==> src/rtl/fifo_irq_pkg.sv <==
package fifo_irq_pkg;

    localparam int NUM_IRQ = 15;
    localparam int NUM_EVT = 7;

    // interrupt bit positions
    localparam int IRQ_FMT_LOW     = 0;
    localparam int IRQ_RX_HIGH     = 1;
    localparam int IRQ_ACQ_HIGH    = 2;
    localparam int IRQ_TX_LOW      = 3;
    localparam int IRQ_TX_STRETCH  = 4;
    localparam int IRQ_ACQ_STRETCH = 5;
    localparam int IRQ_HALT        = 6;
    localparam int IRQ_RX_OVF      = 7;
    localparam int IRQ_EVT_BASE    = 8;

    // 1 marks a status-kind bit
    localparam logic [NUM_IRQ-1:0] STATUS_MASK = 15'h007F;

    typedef enum logic [1:0] {
        SEL_STATE  = 2'd0,
        SEL_ENABLE = 2'd1,
        SEL_TEST   = 2'd2
    } reg_sel_e;

    typedef struct packed {
        logic                we;
        reg_sel_e            sel;
        logic [NUM_IRQ-1:0]  data;
    } reg_wr_t;

endpackage

==> src/rtl/irq_level_cmp.sv <==
module irq_level_cmp #(
    parameter int LVL_W = 6,
    parameter bit ABOVE = 1'b1
) (
    input  logic [LVL_W-1:0] lvl,
    input  logic [LVL_W-1:0] thr,
    output logic             hit
);
    generate
        if (ABOVE) begin : g_above
            assign hit = (lvl > thr);
        end else begin : g_below
            assign hit = (lvl < thr);
        end
    endgenerate
endmodule

==> src/rtl/irq_state_bank.sv <==
module irq_state_bank
    import fifo_irq_pkg::*;
#(
    parameter int                N     = NUM_IRQ,
    parameter logic [N-1:0]      SMASK = STATUS_MASK
) (
    input  logic          clk,
    input  logic          rst,
    input  logic [N-1:0]  hw_set,
    input  reg_wr_t       wr,
    output logic [N-1:0]  state_o,
    output logic [N-1:0]  en_o
);
    logic [N-1:0] clr_hit;
    logic [N-1:0] test_hit;
    logic [N-1:0] en_q;

    assign clr_hit  = (wr.we && wr.sel == SEL_STATE) ? wr.data : '0;
    assign test_hit = (wr.we && wr.sel == SEL_TEST)  ? wr.data : '0;

    always_ff @(posedge clk) begin
        if (rst)                               en_q <= '0;
        else if (wr.we && wr.sel == SEL_ENABLE) en_q <= wr.data;
    end
    assign en_o = en_q;

    generate
        for (genvar i = 0; i < N; i++) begin : g_bit
            logic bit_q;
            assign state_o[i] = bit_q;
            if (SMASK[i]) begin : g_status
                always_ff @(posedge clk) begin
                    if (rst) bit_q <= 1'b0;
                    else     bit_q <= hw_set[i] | test_hit[i];
                end
                // software clear cannot drop a live status bit
                a_r9_status_live: assert property (@(posedge clk) disable iff (rst)
                    hw_set[i] |=> bit_q);
            end else begin : g_event
                always_ff @(posedge clk) begin
                    if (rst) bit_q <= 1'b0;
                    else     bit_q <= (bit_q & ~clr_hit[i]) | hw_set[i] | test_hit[i];
                end
                a_r8_set_wins: assert property (@(posedge clk) disable iff (rst)
                    hw_set[i] |=> bit_q);
                a_r7_sticky: assert property (@(posedge clk) disable iff (rst)
                    (bit_q && !clr_hit[i]) |=> bit_q);
            end
        end
    endgenerate
endmodule

==> src/rtl/dma_edge_pulse.sv <==
module dma_edge_pulse (
    input  logic clk,
    input  logic rst,
    input  logic cond,
    output logic pulse_o
);
    logic cond_q;
    logic pulse_q;

    always_ff @(posedge clk) begin
        if (rst) begin
            cond_q  <= 1'b0;
            pulse_q <= 1'b0;
        end else begin
            cond_q  <= cond;
            pulse_q <= cond & ~cond_q;
        end
    end
    assign pulse_o = pulse_q;

    a_r12_one_cycle: assert property (@(posedge clk) disable iff (rst)
        pulse_o |=> !pulse_o);
endmodule

==> src/rtl/fifo_irq_aggregator.sv <==
module fifo_irq_aggregator
    import fifo_irq_pkg::*;
#(
    parameter int LVL_W    = 6,
    parameter int RX_DEPTH = 32,
    parameter int CEV_W    = 4
) (
    input  logic                 clk,
    input  logic                 rst,
    input  logic [LVL_W-1:0]     fmt_lvl_i,
    input  logic [LVL_W-1:0]     rx_lvl_i,
    input  logic [LVL_W-1:0]     acq_lvl_i,
    input  logic [LVL_W-1:0]     tx_lvl_i,
    input  logic [LVL_W-1:0]     fmt_lo_i,
    input  logic [LVL_W-1:0]     rx_hi_i,
    input  logic [LVL_W-1:0]     acq_hi_i,
    input  logic [LVL_W-1:0]     tx_lo_i,
    input  logic                 tx_stretch_i,
    input  logic                 acq_stretch_i,
    input  logic [CEV_W-1:0]     ctrl_evt_i,
    input  logic                 rx_wr_i,
    input  logic [NUM_EVT-1:0]   ev_pulse_i,
    input  logic                 reg_we_i,
    input  logic [1:0]           reg_sel_i,
    input  logic [NUM_IRQ-1:0]   reg_wdata_i,
    output logic [NUM_IRQ-1:0]   irq_o,
    output logic                 dma_trig_o
);
    localparam logic [LVL_W-1:0] RX_FULL_LVL = LVL_W'(RX_DEPTH);

    logic fmt_low, rx_high, acq_high, tx_low;
    logic rx_ovf;
    logic [NUM_IRQ-1:0] hw_set;
    logic [NUM_IRQ-1:0] irq_state;
    logic [NUM_IRQ-1:0] irq_en;
    reg_wr_t wr;

    irq_level_cmp #(.LVL_W(LVL_W), .ABOVE(1'b0)) u_fmt (.lvl(fmt_lvl_i), .thr(fmt_lo_i), .hit(fmt_low));
    irq_level_cmp #(.LVL_W(LVL_W), .ABOVE(1'b1)) u_rx  (.lvl(rx_lvl_i),  .thr(rx_hi_i),  .hit(rx_high));
    irq_level_cmp #(.LVL_W(LVL_W), .ABOVE(1'b1)) u_acq (.lvl(acq_lvl_i), .thr(acq_hi_i), .hit(acq_high));
    irq_level_cmp #(.LVL_W(LVL_W), .ABOVE(1'b0)) u_tx  (.lvl(tx_lvl_i),  .thr(tx_lo_i),  .hit(tx_low));

    assign rx_ovf = rx_wr_i && (rx_lvl_i == RX_FULL_LVL);

    always_comb begin
        hw_set                  = '0;
        hw_set[IRQ_FMT_LOW]     = fmt_low;
        hw_set[IRQ_RX_HIGH]     = rx_high;
        hw_set[IRQ_ACQ_HIGH]    = acq_high;
        hw_set[IRQ_TX_LOW]      = tx_low;
        hw_set[IRQ_TX_STRETCH]  = tx_stretch_i;
        hw_set[IRQ_ACQ_STRETCH] = acq_stretch_i;
        hw_set[IRQ_HALT]        = |ctrl_evt_i;
        hw_set[IRQ_RX_OVF]      = rx_ovf;
        hw_set[IRQ_EVT_BASE +: NUM_EVT] = ev_pulse_i;
    end

    assign wr.we   = reg_we_i;
    assign wr.sel  = reg_sel_e'(reg_sel_i);
    assign wr.data = reg_wdata_i;

    irq_state_bank #(.N(NUM_IRQ), .SMASK(STATUS_MASK)) u_bank (
        .clk     (clk),
        .rst     (rst),
        .hw_set  (hw_set),
        .wr      (wr),
        .state_o (irq_state),
        .en_o    (irq_en)
    );

    assign irq_o = irq_state & irq_en;

    dma_edge_pulse u_dma (
        .clk     (clk),
        .rst     (rst),
        .cond    (rx_high | tx_low),
        .pulse_o (dma_trig_o)
    );

    a_r5_halt_track: assert property (@(posedge clk) disable iff (rst)
        (|ctrl_evt_i) |=> irq_state[IRQ_HALT]);
    a_r6_ovf_set: assert property (@(posedge clk) disable iff (rst)
        (rx_wr_i && rx_lvl_i == RX_FULL_LVL) |=> irq_state[IRQ_RX_OVF]);
    a_r10_gate: assert property (@(posedge clk) disable iff (rst)
        (irq_o & ~irq_en) == '0);
endmodule

==> config.mk <==
export PLATFORM = sky130hd
export DESIGN_NAME = fifo_irq_aggregator
export DESIGN_NICKNAME = d
export VERILOG_FILES = /design/src/rtl/fifo_irq_pkg.sv /design/src/rtl/irq_level_cmp.sv /design/src/rtl/irq_state_bank.sv /design/src/rtl/dma_edge_pulse.sv /design/src/rtl/fifo_irq_aggregator.sv
export SDC_FILE = /design/constraint.sdc
export NUM_CORES = 1
export LEC_CHECK = 0
export ABC_AREA = 0
export ABC_CLOCK_PERIOD_IN_PS = 1500
export BUFFER_PORTS_ARGS = -buffer_cell sky130_fd_sc_hd__buf_2
export CAP_MARGIN = 40
export CORE_MARGIN = 2
export CORE_UTILIZATION = 45
export DETAILED_ROUTE_END_ITERATION = 8
export PLACE_DENSITY = 0.8
export SETUP_SLACK_MARGIN = 0.02
export SYNTH_ARGS = -nofsm -noshare
export SYNTH_HDL_FRONTEND = slang
export SYNTH_SLANG_ARGS = --single-unit
==> constraint.sdc <==
create_clock -name clk -period 1.5 [get_ports clk]
set_input_delay 0 -clock clk [delete_from_list [all_inputs] [get_ports clk]]
set_output_delay 0 -clock clk [all_outputs]
set_load 0.01 [all_outputs]
======== Yosys cells after proc, flatten, opt, wreduce, memory -nomap -nowiden ========
Index checks and enable logic that the tools add are counted.
word-level totals
  logic and storage cells ................. 76
  memories ................................ 0
  latch bits .............................. 0
  register bits ........................... 32
  input port bits ......................... 82
  bits in writable memories ............... 0
  ROM bits ................................ 0
cells by class
  reduce and logical (&&, ||, !) cells .... 6
  eq/ne operators ......................... 3
  shift-type cells ........................ 0
  bitwise logic cells ..................... 43
  magnitude comparators ................... 4
  add/sub/neg operators ................... 0
  multiply operators ...................... 0
  divide/modulo/power cells ............... 0
  muxes and demuxes ....................... 2
operators by type and width
  kind                count
  $mux 15             2
  $or 1x1->1          24
  $and 15x15->15      1
  $gt 6x6->1          2
  $lt 6x6->1          2
  $and 1x1->1         9
  $not 1->1           9
  $eq 6x6->1 const B  1
  $logic_and 1x1->1   4
  $reduce_or 4->1     1
  $eq 2x1->1 const B  1
  $eq 2x2->1 const B  1
  $logic_not 2->1     1

======== Longest topological paths before layout ========
  word-level depth ........................ 7
  depth in mapped cells ................... 6
  mapped depth without buffers ............ 6

======== Hierarchy ========
Synthesis repeated with hierarchy kept, for this count alone.
second synthesis, totals
  cells, all modules ...................... 247
  area total of the unflattened synthesis .. 1976.9 um2
by module, submodules not included
  module                     instances  area each (um2)  sequential area each (um2)  cells an instance
  irq_state_bank             1          1244.9           600.6                       149
  irq_level_cmp (u_acq ...)  2          147.6            0.0                         20
  irq_level_cmp (u_fmt ...)  2          123.9            0.0                         17
  fifo_irq_aggregator        1          130.1            0.0                         20
  dma_edge_pulse             1          58.8             40.0                        4

======== Least setup slack after synthesis ========
Ideal clock, no wire load.
  path type ............................... input -> register
  from .................................... in rx_hi_i[4]
  to ...................................... reg u_dma.pulse_q (netlist: u_dma.pulse_o)
  data arrival time ....................... 0.939 ns
  data required time ...................... 1.370 ns
  buffers on the path ..................... 0
  slack ................................... 0.431 ns
  stages on the path ...................... 6
  cell sequence ........................... inv_1 > ha_1 > a21oi_1 > a21boi_0 > o31ai_1 > a21oi_1
between the ends
  word-level cells in the longest chain between the ends .. 3
ends and longest elaborated chain
  element                 RTL line                   RTL
  start: declaration      fifo_irq_aggregator.sv:15  input logic [LVL_W-1:0] rx_hi_i,
  $gt 6x6->1              irq_level_cmp.sv:11        assign hit = (lvl > thr);
  $or 1x1->1              fifo_irq_aggregator.sv:76  .cond (rx_high | tx_low),
  $and 1x1->1             dma_edge_pulse.sv:16       pulse_q <= cond & ~cond_q;
  end signal: assignment  dma_edge_pulse.sv:16
  end: declaration        dma_edge_pulse.sv:8        logic pulse_q;
No other way between the ends.
A chain may end at the register's enable or synchronous reset.

======== Worst setup path in the final report ========
  from .................................... in reg_wdata_i[12]
  to ...................................... reg u_bank.g_bit[12].bit_q
between the ends
  word-level cells in the longest chain between the ends .. 5
  elaborated cells on any way between the ends .. 6
  classes of those cells .................. mux: 2; bitwise: 4
ends and longest elaborated chain
  element                 RTL line                   RTL
  start: declaration      fifo_irq_aggregator.sv:25  input logic [NUM_IRQ-1:0] reg_wdata_i,
  $mux 15                 irq_state_bank.sv:18       assign clr_hit = (wr.we && wr.sel == SEL_STATE) ? wr.data : '0;
  $not 1->1               irq_state_bank.sv:42       else bit_q <= (bit_q & ~clr_hit[i]) | hw_set[i] | test_hit[i];
  $and 1x1->1             irq_state_bank.sv:42
  $or 1x1->1              irq_state_bank.sv:42
  $or 1x1->1 *            irq_state_bank.sv:42
  end signal: assignment  irq_state_bank.sv:42
  end: declaration        irq_state_bank.sv:29       logic bit_q;
Every way passes the cells marked *; elsewhere a longest branch is shown, timed or not.

==> results.md <==
- Status: completed
- Synth-to-Final Area Change: 52.3%
- I/O Pins: 98
- # Max-Cap Violations: 0
- Pwr dens: 812 nW/um^2
- Synthesized area per cell: 8.03 um^2
- Vias per cell: 4.96
- Tmin final: 1.42 ns
- First-pass GRT wire length: 7750 um
- Overall routed net length: 4760 um
- CP max-delay cell: dlygate4sd3_1
- Die Height: 67.5 um
- Yosys warning total: 0
- GRT Residual Overflow: 0
- Crit-path max cell delay: 0.59 ns
- Worst setup margin: 0.0842 ns
- # rows: 23
- Crit path required time: 1.67 ns
- FMAX: 706 MHz
- WL/cell: 11.8 um
- Post-DRT Antenna Nets: 0
- Nets: 458
- Pre-Repair DR Iteration Count: 4
- Leak Pwr: 1.44 nW
- Reg area: 641 um^2
- Switching pwr: 0.000516 W
- Reg2reg end: u_bank.g_bit[12].bit_q$_SDFF_PP0_
- RR Startpoint: u_bank.g_bit[12].bit_q$_SDFF_PP0_
- Comb pwr share: 19.4%
- Unrepaired setup endpoints after global routing: no
- CTS-repair resized insts: 0
- Slew Viols, Final: 0
- DR iter-0 viols: 31
- Worst-path clk slew: 0.07 ns
- Peak supply drop: 406 uV
- H-tree Lvls: 2
- Routed via count: 2007
- FF+latch count, synth: 32
- Fillers: 311
- FF-to-FF path depth: 4
- Fin Setup TNS: 0 ns
- Hold_sp: rx_wr_i
- Hold Path Depth: 3
- Ant diodes: 0
- Worst slack, placed: 0.178 ns
- Share of cells above drive strength 1: 31.3%
- Worst-path cell chain: dlygate4sd3_1 > buf_2 > a21boi_1 > a311oi_1 > dlygate4sd3_1 > nor2_1
- CTS tree: yes
- Multi-input gate area: 1040 um^2
- PortBufs: 97
- Hold buffers post-CTS: 30
- Worst R2R Setup Slack: 0.10 ns
- Root Buffer Master: clkbuf_8
- Relative slew slack: 64.6%
- Synthesized Nets: 330
- Setup violators final: 0
- Netlist cell types: 34
- CP startpoint: reg_wdata_i[12]
- Worst Tran Pin Value: 0.531 ns
- Clock tree buffer depth: 2
- Initial antenna violation count: 0
- Gr usage total: 22.3%
- # Post-CTS Setup Buffers: 0
- Final hold viol count: 0
- Crit-path leading delay family: buffers and inverters
- Vias in the first global route: 1970
- Worst-path maximum fanout: 3
- Number of buffers created by CTS: 5
- Die Footprint: 4560 um^2
- Post-synthesis cell count: 226
- Setup Skew: 0.000175 ns
- WP buf/inv: 3
- Dpl hpwl: 3310 um
- Cell-internal power: 0.00173 W
- Critical path class: in2reg
- TritonCTS Sinks: 32
- Die width: 67.5 um
- Synth Cell Area: 1820 um^2
- Worst hold endpoint: u_bank.g_bit[7].bit_q$_SDFF_PP0_
- CP arrival: 1.58 ns
- Seq pwr share: 40.9%
- Post-route DRC: 0
- Core Area: 3940 um^2
- Largest net degree at the start of global routing: 21
- Switching share of power: 23.0%
- Clk Latency, worst-skew pair: 0.28 ns
- Clock power share: 39.7%
- Starting Density: 46.0%
- Sequential element share of the synthesized area: 35.3%
- CP Launch Type: primary input
- Most frequent CP cell: dlygate4sd3_1
- RD Place Congestion: 0.815
- Final worst path period share: 94.4%
- Type of the most critical hold path: in2reg
- CP Capture Type: flip-flop
cells by family (layout without fill, tap and decap cells):
logic type,Yosys count,in the layout,share of synthesized area (%)
AOI/OAI and AO/OA,55,55,19.5
adders and majority gates,22,22,15.2
buffers and inverters,32,161,7.37
DFF,32,32,35.3
muxes,1,1,0.551
and+or+nand+nor,84,84,22.1
through the flow:
| step | hold WS, ns | power, W | instance area, um^2 | util (%) | cells |
|---|---|---|---|---|---|
| 6_report | 0.00829 | 0.00224 | 2770 | 70.1 | 405 |
| 5_1_grt | 0.0196 | 0.00236 | 2770 | 70.1 | 405 |
| 4_1_cts | 0.00512 | 0.00225 | 2770 | 70.1 | 405 |
| 3_5_place_dp | 0.219 | 0.00131 | 2340 | 59.3 | 367 |
| 3_3_place_gp | 0.210 | 0.00129 | 2340 | 59.3 | 367 |
| 2_1_floorplan | 0.107 | 0.00114 | 1820 | - | 226 |
registers in the layout (all words and copies together), names as in the netlist:
register            flops
u_dma.cond_q            1
u_bank.en_o            15
u_bank.g_bit.bit_q     15
u_dma.pulse_o           1
worst max-delay path by stage:
stage                                        end  depth (start not counted)
4_1_cts        u_bank.g_bit[11].bit_q$_SDFF_PP0_                          4
3_5_place_dp            u_dma.pulse_o$_SDFF_PP0_                          6
6_report       u_bank.g_bit[12].bit_q$_SDFF_PP0_                          6
2_1_floorplan           u_dma.pulse_o$_SDFF_PP0_                          6
3_3_place_gp            u_dma.pulse_o$_SDFF_PP0_                          6
5_1_grt        u_bank.g_bit[12].bit_q$_SDFF_PP0_                          6
layout by cell type (no fill, tap or decap), drive strengths merged, types with 2 or more instances in the layout:
cell type / instances
nand3: 4
nor2b: 2
inv: 23
o21ai: 5
a311oi: 7
dfxtp: 32
nor3: 3
a21oi: 21
ha: 22
buf: 100
nand2b: 4
clkbuf: 7
nand2: 39
nor2: 11
dlygate4sd3: 30
and2: 15
nand4: 2
a31oi: 6
a21boi: 8
a21o: 4
layout make-up:
| class | instances | area share [%] |
|---|---|---|
| well taps | 50 | 2.26 |
| inverters | 23 | 3.12 |
| clock inverters | 1 | 1.09 |
| multi-input cells | 162 | 37.6 |
| clock buffers | 7 | 3.48 |
| flip-flops and latches | 32 | 23.2 |
| repair buffers | 130 | 29.2 |
Yosys cell counts:
| cell type | n | area, um^2 |
|---|---|---|
| nand2_1 | 39 | 146 |
| dfxtp_1 | 32 | 641 |
| inv_1 | 23 | 86.3 |
| ha_1 | 22 | 275 |
| a21oi_1 | 21 | 105 |
| and2_1 | 15 | 93.8 |
| nor2_1 | 10 | 37.5 |
| a21boi_1 | 7 | 52.6 |
| a311oi_1 | 7 | 61.3 |
| a31oi_1 | 6 | 37.5 |
| buf_2 | 5 | 25.0 |
| a21o_1 | 4 | 30.0 |
| nand2b_1 | 4 | 25.0 |
| nand3_1 | 4 | 20.0 |
| nor3_1 | 3 | 15.0 |
| o21ai_0 | 3 | 15.0 |
| buf_4 | 2 | 15.0 |
| nand4_1 | 2 | 12.5 |
| o21ai_1 | 2 | 10.0 |
| a211oi_1 | 1 | 7.51 |
| a21boi_0 | 1 | 7.51 |
| a32o_1 | 1 | 10.0 |
| and3b_1 | 1 | 8.76 |
| and4_1 | 1 | 8.76 |
| buf_1 | 1 | 3.75 |
| clkbuf_1 | 1 | 3.75 |
| mux2i_1 | 1 | 10.0 |
| nor2_2 | 1 | 6.26 |
| nor2b_1 | 1 | 6.26 |
| nor2b_2 | 1 | 8.76 |
| nor4_1 | 1 | 6.26 |
| o21ba_2 | 1 | 10.0 |
| o31ai_1 | 1 | 7.51 |
| or2_1 | 1 | 6.26 |
layer usage:
layer | vias up | part of all wire (%) | track usage, %
met5 | - | 0 | 0
met4 | 0 | 1.7 | 9.44
met3 | 9 | 7.0 | 4.50
met2 | 80 | 53 | 43.8
met1 | 891 | 38 | 22.4
li1 | 1027 | - | -
power by group through the flow:
stage / sequential [W] / clock [W] / combinational [W]
floorplan: 0.000934 / 0 / 0.000202
global placement: 0.000934 / 0 / 0.000358
detailed placement: 0.000938 / 0 / 0.000370
CTS: 0.000919 / 0.000903 / 0.000432
global route: 0.000923 / 0.000941 / 0.000495
finish: 0.000919 / 0.000891 / 0.000435
worst min-delay path, cell delays in order:
cell,delay (ns)
buf_2,0.10
nand4_1,0.08
a21oi_1,0.06
No activity file was read; power rests on OpenSTA's default activity.
